<file path="config.mk">
export PLATFORM = sky130hd
export DESIGN_NAME = areg_ldst_seq
export DESIGN_NICKNAME = d
export VERILOG_FILES = /design/src/rtl/areg_pkg.sv /design/src/rtl/areg_file.sv /design/src/rtl/areg_bound.sv /design/src/rtl/areg_mem_seq.sv /design/src/rtl/areg_ldst_seq.sv
export SDC_FILE = /design/constraint.sdc
export NUM_CORES = 1
export LEC_CHECK = 0
export BUFFER_PORTS_ARGS = -buffer_cell sky130_fd_sc_hd__buf_4
export CELL_PAD_IN_SITES_DETAIL_PLACEMENT = 0
export CELL_PAD_IN_SITES_GLOBAL_PLACEMENT = 1
export CORE_MARGIN = 10
export CORE_UTILIZATION = 40
export DETAILED_ROUTE_END_ITERATION = 8
export GPL_TIMING_DRIVEN = 1
export PLACE_DENSITY_LB_ADDON = 0.05
export SLEW_MARGIN = 30
export SYNTH_ARGS = -nofsm -noshare
export SYNTH_HDL_FRONTEND = slang
export SYNTH_SLANG_ARGS = --single-unit
</file>
<file path="constraint.sdc">
create_clock -name clk -period 9.5 [get_ports clk]
set_input_delay 1.9 -clock clk [delete_from_list [all_inputs] [get_ports clk]]
set_output_delay 1.9 -clock clk [all_outputs]
set_load 0.03 [all_outputs]
</file>
<file path="src/rtl/areg_pkg.sv">
package areg_pkg;

    localparam int HALF_W = 30;
    localparam int WORD_W = 2 * HALF_W;
    localparam int BUS_W  = 32;
    localparam int PAD_W  = BUS_W - HALF_W;
    localparam int IDX_W  = 3;
    localparam int NREG   = 1 << IDX_W;

    typedef enum logic [2:0] {
        SQ_IDLE,
        SQ_HI,
        SQ_HI_WAIT,
        SQ_LO,
        SQ_LO_WAIT
    } seq_state_e;

    typedef enum logic [1:0] {
        SE_NONE,
        SE_LOAD,
        SE_STORE
    } side_kind_e;

    function automatic side_kind_e kind_of(input logic [IDX_W-1:0] idx);
        if (idx == '0)
            return SE_NONE;
        else if (idx >= IDX_W'(6))
            return SE_STORE;
        else
            return SE_LOAD;
    endfunction

    function automatic logic [BUS_W-1:0] pack_half(input logic [HALF_W-1:0] h);
        return {h, {PAD_W{1'b0}}};
    endfunction

    function automatic logic [HALF_W-1:0] unpack_half(input logic [BUS_W-1:0] w);
        return w[BUS_W-1:PAD_W];
    endfunction

endpackage

</file>
<file path="src/rtl/areg_file.sv">
module areg_file
    import areg_pkg::*;
#(
    parameter int AW = 18
) (
    input  logic             clk,
    input  logic             rst,
    input  logic             we,
    input  logic [IDX_W-1:0] widx,
    input  logic [AW-1:0]    wdata,
    input  logic [IDX_W-1:0] ridx,
    output logic [AW-1:0]    rdata
);

    logic [AW-1:0] regs [NREG];

    for (genvar g = 0; g < NREG; g++) begin : g_reg
        always_ff @(posedge clk) begin
            if (rst)
                regs[g] <= '0;
            else if (we && widx == IDX_W'(g))
                regs[g] <= wdata;
        end
    end

    assign rdata = regs[ridx];

endmodule

</file>
<file path="src/rtl/areg_bound.sv">
module areg_bound #(
    parameter int AW = 18
) (
    input  logic          clk,
    input  logic          rst,
    input  logic          lim_we,
    input  logic [AW-1:0] lim_val,
    input  logic          chk_en,
    input  logic [AW-1:0] chk_addr,
    output logic          in_range,
    output logic          err
);

    logic [AW-1:0] lim_q;

    always_ff @(posedge clk) begin
        if (rst)
            lim_q <= '1;
        else if (lim_we)
            lim_q <= lim_val;
    end

    assign in_range = (chk_addr <= lim_q);

    always_ff @(posedge clk) begin
        if (rst)
            err <= 1'b0;
        else if (chk_en && !in_range)
            err <= 1'b1;
    end

    assert_err_sticky_R8: assert property (@(posedge clk) disable iff (rst)
        err |=> err);

endmodule

</file>
<file path="src/rtl/areg_mem_seq.sv">
module areg_mem_seq
    import areg_pkg::*;
#(
    parameter int AW = 18,
    localparam int MAW = AW + 1
) (
    input  logic              clk,
    input  logic              rst,
    input  logic              start,
    input  side_kind_e        kind,
    input  logic [IDX_W-1:0]  idx,
    input  logic [AW-1:0]     addr,
    input  logic [WORD_W-1:0] sdata,
    output logic              busy,
    output logic              mem_valid,
    input  logic              mem_ready,
    output logic              mem_we,
    output logic [MAW-1:0]    mem_addr,
    output logic [BUS_W-1:0]  mem_wdata,
    input  logic [BUS_W-1:0]  mem_rdata,
    output logic              ld_valid,
    output logic [IDX_W-1:0]  ld_idx,
    output logic [WORD_W-1:0] ld_data
);

    seq_state_e        st_q;
    logic              is_store_q;
    logic [IDX_W-1:0]  idx_q;
    logic [AW-1:0]     base_q;
    logic [WORD_W-1:0] sd_q;
    logic [HALF_W-1:0] hi_q;

    always_ff @(posedge clk) begin
        if (rst) begin
            st_q       <= SQ_IDLE;
            is_store_q <= 1'b0;
            idx_q      <= '0;
            base_q     <= '0;
            sd_q       <= '0;
            hi_q       <= '0;
            ld_valid   <= 1'b0;
            ld_idx     <= '0;
            ld_data    <= '0;
        end else begin
            ld_valid <= 1'b0;
            unique case (st_q)
                SQ_IDLE: begin
                    if (start && kind != SE_NONE) begin
                        is_store_q <= (kind == SE_STORE);
                        idx_q      <= idx;
                        base_q     <= addr;
                        sd_q       <= sdata;
                        st_q       <= SQ_HI;
                    end
                end
                SQ_HI: begin
                    if (mem_ready)
                        st_q <= is_store_q ? SQ_LO : SQ_HI_WAIT;
                end
                SQ_HI_WAIT: begin
                    hi_q <= unpack_half(mem_rdata);
                    st_q <= SQ_LO;
                end
                SQ_LO: begin
                    if (mem_ready)
                        st_q <= is_store_q ? SQ_IDLE : SQ_LO_WAIT;
                end
                SQ_LO_WAIT: begin
                    ld_data  <= {hi_q, unpack_half(mem_rdata)};
                    ld_idx   <= idx_q;
                    ld_valid <= 1'b1;
                    st_q     <= SQ_IDLE;
                end
                default: st_q <= SQ_IDLE;
            endcase
        end
    end

    assign busy      = (st_q != SQ_IDLE);
    assign mem_valid = (st_q == SQ_HI) || (st_q == SQ_LO);
    assign mem_we    = is_store_q;
    assign mem_addr  = {base_q, (st_q == SQ_LO)};
    assign mem_wdata = (st_q == SQ_LO) ? pack_half(sd_q[HALF_W-1:0])
                                       : pack_half(sd_q[WORD_W-1:HALF_W]);

    assert_req_hold_R6: assert property (@(posedge clk) disable iff (rst)
        (mem_valid && !mem_ready) |=> (mem_valid && $stable(mem_addr)
                                       && $stable(mem_we) && $stable(mem_wdata)));

    assert_ld_index_R3: assert property (@(posedge clk) disable iff (rst)
        ld_valid |-> (ld_idx != '0 && ld_idx < IDX_W'(6)));

endmodule

</file>
<file path="src/rtl/areg_ldst_seq.sv">
module areg_ldst_seq
    import areg_pkg::*;
#(
    parameter int AW = 18
) (
    input  logic              clk,
    input  logic              rst,
    input  logic              wr_en,
    input  logic [2:0]        wr_idx,
    input  logic [AW-1:0]     wr_addr,
    input  logic [59:0]       st_data,
    input  logic              lim_we,
    input  logic [AW-1:0]     lim_val,
    input  logic [2:0]        rd_idx,
    output logic [AW-1:0]     rd_addr,
    output logic              busy,
    output logic              err,
    output logic              mem_valid,
    input  logic              mem_ready,
    output logic              mem_we,
    output logic [AW:0]       mem_addr,
    output logic [31:0]       mem_wdata,
    input  logic [31:0]       mem_rdata,
    output logic              ld_valid,
    output logic [2:0]        ld_idx,
    output logic [59:0]       ld_data
);

    side_kind_e req_kind;
    logic       accept;
    logic       in_range;
    logic       chk_en;
    logic       start;

    assign req_kind = kind_of(wr_idx);
    assign accept   = wr_en && !busy && !err;
    assign chk_en   = accept && (req_kind != SE_NONE);
    assign start    = chk_en && in_range;

    areg_file #(.AW(AW)) regs_i (
        .clk   (clk),
        .rst   (rst),
        .we    (accept),
        .widx  (wr_idx),
        .wdata (wr_addr),
        .ridx  (rd_idx),
        .rdata (rd_addr)
    );

    areg_bound #(.AW(AW)) bound_i (
        .clk      (clk),
        .rst      (rst),
        .lim_we   (lim_we),
        .lim_val  (lim_val),
        .chk_en   (chk_en),
        .chk_addr (wr_addr),
        .in_range (in_range),
        .err      (err)
    );

    areg_mem_seq #(.AW(AW)) seq_i (
        .clk       (clk),
        .rst       (rst),
        .start     (start),
        .kind      (req_kind),
        .idx       (wr_idx),
        .addr      (wr_addr),
        .sdata     (st_data),
        .busy      (busy),
        .mem_valid (mem_valid),
        .mem_ready (mem_ready),
        .mem_we    (mem_we),
        .mem_addr  (mem_addr),
        .mem_wdata (mem_wdata),
        .mem_rdata (mem_rdata),
        .ld_valid  (ld_valid),
        .ld_idx    (ld_idx),
        .ld_data   (ld_data)
    );

    assert_err_quiet_R7: assert property (@(posedge clk) disable iff (rst)
        err |-> !mem_valid);

    assert_idx0_quiet_R2: assert property (@(posedge clk) disable iff (rst)
        (accept && wr_idx == 3'd0) |=> !busy);

    assert_busy_cause_R5: assert property (@(posedge clk) disable iff (rst)
        $rose(busy) |-> $past(wr_en));

endmodule

</file>
### Word-level counts from Yosys, hierarchy flattened

Memory sizes are Yosys's and may differ from the RTL's.
Index checks and enable logic that the tools add are counted.

* reductions and logical operators: 24
* order comparisons: 2
* bitwise gates (word level): 8
* mux-type cells: 44
* eq/ne operators: 15

Operators with widths (count)
* $mux 18: 8
* $mux 32: 1
* $mux 1: 28
* $le 18x18->1: 1
* $eq 3x3->1 const B: 5
* $logic_and 1x1->1: 14
* $eq 3x2->1 const B: 4
* $mux 3: 4
* $pmux 3 s4: 1
* $or 1x1->1: 8
* $eq 3x1->1 const B: 2
* $logic_not 3->1: 2
* $mux 2: 2
* $ne 2x2->1 const B: 2
* $ge 3x3->1 const B: 1
* $logic_not 1->1: 3
* $reduce_and 3->1: 1
* $reduce_bool 3->1: 1
* $eq 2x2->1 const B: 1
* $ne 2x1->1 const B: 1
* $reduce_and 2->1: 1
* $reduce_bool 2->1: 1
* $logic_or 1x1->1: 1

* bits in writable memories: 144
* memories: 1
* flip-flop bits (word level): 198
* output and inout bits: 137
* input port bits: 139
* logic and storage cells: 105

Memory list
* regs_i.regs: depth 8, width 18, read ports 1, clocked after memory_dff 0, write ports 8, line areg_file.sv:15 `logic [AW-1:0] regs [NREG];`

### Longest topological paths before layout

* depth in word-level cells: 9
* mapped depth: 10
* mapped depth without buffers: 8

### Modules after synthesis

Synthesis repeated with hierarchy kept, for this count alone.

* cell total of the unflattened synthesis: 1376
* area total of the unflattened synthesis: 15098.2 µm²

By module, submodules not included
* areg_mem_seq: seq. area each 3583.4 µm², cells an instance 816, area an instance 7357.1 µm², instances 1
* areg_file: seq. area each 4324.1 µm², cells an instance 418, area an instance 6570.1 µm², instances 1
* areg_bound: seq. area each 380.4 µm², cells an instance 135, area an instance 1124.8 µm², instances 1
* areg_ldst_seq: seq. area each 0.0 µm², cells an instance 7, area an instance 46.3 µm², instances 1

### Worst setup path before layout

Ideal clock, no wire load.

* path type: input -> output
* from: input port rd_idx[0]
* to: output port rd_addr[0]
* data arrival time: 3519 ps
* path buffers: 2
* setup slack: 4081 ps
* stages: 4
* cells stage by stage: clkbuf_1 > buf_2 > mux4_2 > mux2_2

* longest elaborated chain between the ends: 1

Ends and longest elaborated chain
* start: declaration: line areg_ldst_seq.sv:14 `input logic [2:0] rd_idx,`
* $mem_v2 8x18
* end: declaration: line areg_ldst_seq.sv:15 `output logic [AW-1:0] rd_addr,`

Every way passes these cells.

### Worst setup path in the final report

* from: input port rd_idx[0]
* to: output port rd_addr[16]

Same word-level chain as after synthesis.

==> metrics.log <==
INFO  metric status = completed
INFO  metric layout_min_cycle_time = around 5.5 ns
INFO  metric post-dp-hpwl = roughly 28000 um
INFO  metric finalHoldWorstSlack = 0.447 ns
INFO  metric yosysWarningCount = 0
INFO  metric finalSetupViolations = 0
INFO  metric worst_path_most_repeated_cell = sky130_fd_sc_hd__buf_4
INFO  metric final_hold_viol_count = 0
INFO  metric worstPathArrival = roughly 3.6 ns
INFO  metric fin_crit_sh = between 50% and 60%
INFO  metric rel_slew_slack = 37.4%
INFO  metric cpPeakStageDelay = a little over 0.6 ns
INFO  metric yosysSeqAreaShare = 56.9%
INFO  metric post-route-drc-count = 0
INFO  metric number_of_global_route_vias_before_repair = between 10000 and 15000
INFO  metric async_set_or_reset_register_ratio_after_synthesis = 0%
INFO  metric dr.first_iter.drc_count = 569
INFO  metric setup.worst_path.start = rd_idx[0]
INFO  metric first_pass_iters = 4
INFO  metric critical_path_end_type = primary output
INFO  metric final_antenna_net_count = 0
INFO  metric gp_congestion = 0.777
INFO  metric syn-mean-instance-area = 10.4 um2
INFO  metric max_slew.worst_pin.slew = between 0.9 and 1 ns
INFO  metric critical_path.cell_chain = buf_4, mux4_2, mux2_2, buf_4
INFO  metric drive_gt1_share = 25.1%
INFO  metric fp.dieH = 211 um
INFO  metric critPathLaunchType = input port
INFO  metric clk-insertion-delay-late = 0.53 ns
INFO  metric grt_max_degree = 98
INFO  metric synth.lib_cells_used.distinct = 39
INFO  metric worst-path-max-fanout = 36
INFO  metric worst_setup_hold_path_clk_slew = 0.05 ns
INFO  metric cts_stage_hold_buffer_count = 0
INFO  metric grtUsageTotal = approximately a fifth
INFO  metric area.sequential = 0.00829 mm2
INFO  metric cts-resized-gates = 0
INFO  metric syn_area = between 0.01 and 0.015 mm2
INFO  metric power_density = 200 mW/mm2
INFO  metric static_leak = 7.80 nW
INFO  metric rows = 69
INFO  metric finalClockSkew = 0.0268 ns
INFO  metric num_vias = around 11000
INFO  metric viasPerCell = 4.93
INFO  metric timing.setup.tns = 0 ns
INFO  metric die_width = about 210 um
INFO  metric routed_wire_length_per_instance = 19.9 um
INFO  metric synthCells = about 1400
INFO  metric globalRouteOverflowTotal = 0
INFO  metric drv_cap = 0
INFO  metric vdd.ir_drop.worst = roughly 0.11 mV
INFO  metric io-pin-count = 276
INFO  metric filler_cell_count = 3404
INFO  metric setup_repair_after_global_routing_missed_its_margin = no
INFO  metric port_buffers = 271
INFO  metric critPathSlowestCell = sky130_fd_sc_hd__mux4_2
INFO  metric cts_max_level = 2
INFO  metric cts_buffers = 40
INFO  metric grt_antenna_before_repair = 2
INFO  metric worst_ep_required = approximately 7.6 ns
INFO  metric cts.sink_count = between 300 and 400
INFO  metric crit_type = in -> out
INFO  metric cts-root-to-sink-buffers = 3
INFO  metric fp.dieArea = about 0.044 mm2
INFO  metric routed_wirelength = 42400 um
INFO  metric most-common-layout-cells = sky130_fd_sc_hd__nand2_1, sky130_fd_sc_hd__buf_4, sky130_fd_sc_hd__dfxtp_1
INFO  metric initial_core_util = 40.7%
INFO  metric clock_tree_from_tritoncts = yes
INFO  metric synthFlopType = sky130_fd_sc_hd__dfxtp_1
INFO  metric final_common_cell = sky130_fd_sc_hd__nand2_1
INFO  metric syn2layout_area_growth = 25.0%
INFO  metric fin_nets = 1797
INFO  metric post-cts-setup-buffers = 0
INFO  metric maximum_clock_frequency = about 180 MHz
INFO  metric grt_first_pass_wirelength = about 64000 um
INFO  metric multi_input_area = 0.00577 mm2
INFO  metric final-max-slew-violation-count = 0
INFO  metric synth_enable_flop_cells = 144
INFO  metric timing.hold.worst.class = reg -> reg
INFO  metric cts-root-buf = sky130_fd_sc_hd__clkbuf_16
INFO  metric core = 0.0357 mm2
INFO  metric synth_seq_cells = 342
INFO  metric timing.rr.start = bound_i.lim_q[5]
INFO  metric worst_hold_startpoint = seq_i.hi_q[29]
layer usage:
| metal | GRT usage (%) | part of all wire, % |
|---|---|---|
| met1 | 22.2 | 41 |
| met2 | 32.3 | 51 |
| met3 | 5.61 | 6.9 |
| met4 | 4.52 | 1.5 |
| met5 | 0 | 0 |
final timing paths:
path,end,slack [ns],cells past startpoint
worst min-delay path,seq_i.ld_data[59],0.45,2
worst min register to register,seq_i.ld_data[59],0.45,2
worst max register to register,seq_i.sd_q[6],6.58,9
worst max-delay path,rd_addr[16],3.99,4
synth_stat cells, types with 7 or more instances:
library cell,count,area share [%]
sky130_fd_sc_hd__ha_1,18,1.5
sky130_fd_sc_hd__clkbuf_1,74,1.9
sky130_fd_sc_hd__nor2_1,9,0.23
sky130_fd_sc_hd__o21ai_0,9,0.31
sky130_fd_sc_hd__a21oi_1,100,3.4
sky130_fd_sc_hd__and2_1,140,6.0
sky130_fd_sc_hd__mux2i_1,81,5.6
sky130_fd_sc_hd__inv_1,22,0.57
sky130_fd_sc_hd__mux2_2,18,1.4
sky130_fd_sc_hd__mux4_2,36,5.6
sky130_fd_sc_hd__nor3_1,7,0.24
sky130_fd_sc_hd__dfxtp_1,198,27
sky130_fd_sc_hd__edfxtp_1,144,30
sky130_fd_sc_hd__nand2_1,465,12
sky130_fd_sc_hd__buf_6,9,0.70
sky130_fd_sc_hd__o211ai_1,17,0.88
where the power goes:
part | leakage, nW | switching (mW) | internal (mW)
Sequential | 3.11 | 0.0358 | 1.62
Clock | 0.637 | 0.596 | 0.885
Combinational | 4.06 | 0.299 | 0.198
sequential cells by signal (all words and copies together) (netlist names):
signal	count
regs_i.regs	144
seq_i.ld_data	60
seq_i.sd_q	60
seq_i.hi_q	30
bound_i.lim_q	18
seq_i.base_q	18
seq_i.idx_q	3
seq_i.ld_idx	3
seq_i.st_q	3
bound_i.err	1
seq_i.ld_valid	1
seq_i.mem_we	1
worst max-delay path: cells and delay by family:
kind | cells | cell delay (ns)
buf+inv | 2 | 0.75
mux | 2 | 0.92
final cells by class:
class | instances | share of cell area [%]
inverters | 23 | 0.502
diodes | 2 | 0.0275
repair buffers | 288 | 11.9
clock buffers | 60 | 6.70
clock inverters | 13 | 0.399
flip-flops and latches | 342 | 45.6
well taps | 461 | 3.17
multi-input cells | 945 | 31.7
through the flow:
step / utilization (%) / std cells / area (um2) / total power [mW] / worst slack [ns]
2_1_floorplan: - / 1404 / 14600 / 2.00 / 4.08
3_3_place_gp: 47.2 / 2059 / 16900 / 2.18 / 3.96
3_5_place_dp: 47.3 / 2059 / 16900 / 2.19 / 3.96
4_1_cts: 50.9 / 2132 / 18200 / 3.68 / 3.95
5_1_grt: 50.9 / 2134 / 18200 / 3.78 / 3.87
6_report: 50.9 / 2134 / 18200 / 3.63 / 3.99
logic make-up after synthesis:
| group | Yosys count | synth area share, % |
|---|---|---|
| flip-flops | 342 | 56.9 |
| other | 1 | 0.0258 |
| buffers and inverters | 117 | 3.58 |
| XOR/XNOR | 1 | 0.0602 |
| adder cells (fa/ha/maj) | 18 | 1.55 |
| multiplexers | 135 | 12.5 |
| AND/OR/NAND/NOR | 654 | 20.0 |
| AO/OA/AOI/OAI | 135 | 5.28 |
Note: power is estimated with default switching activity, not from simulation.
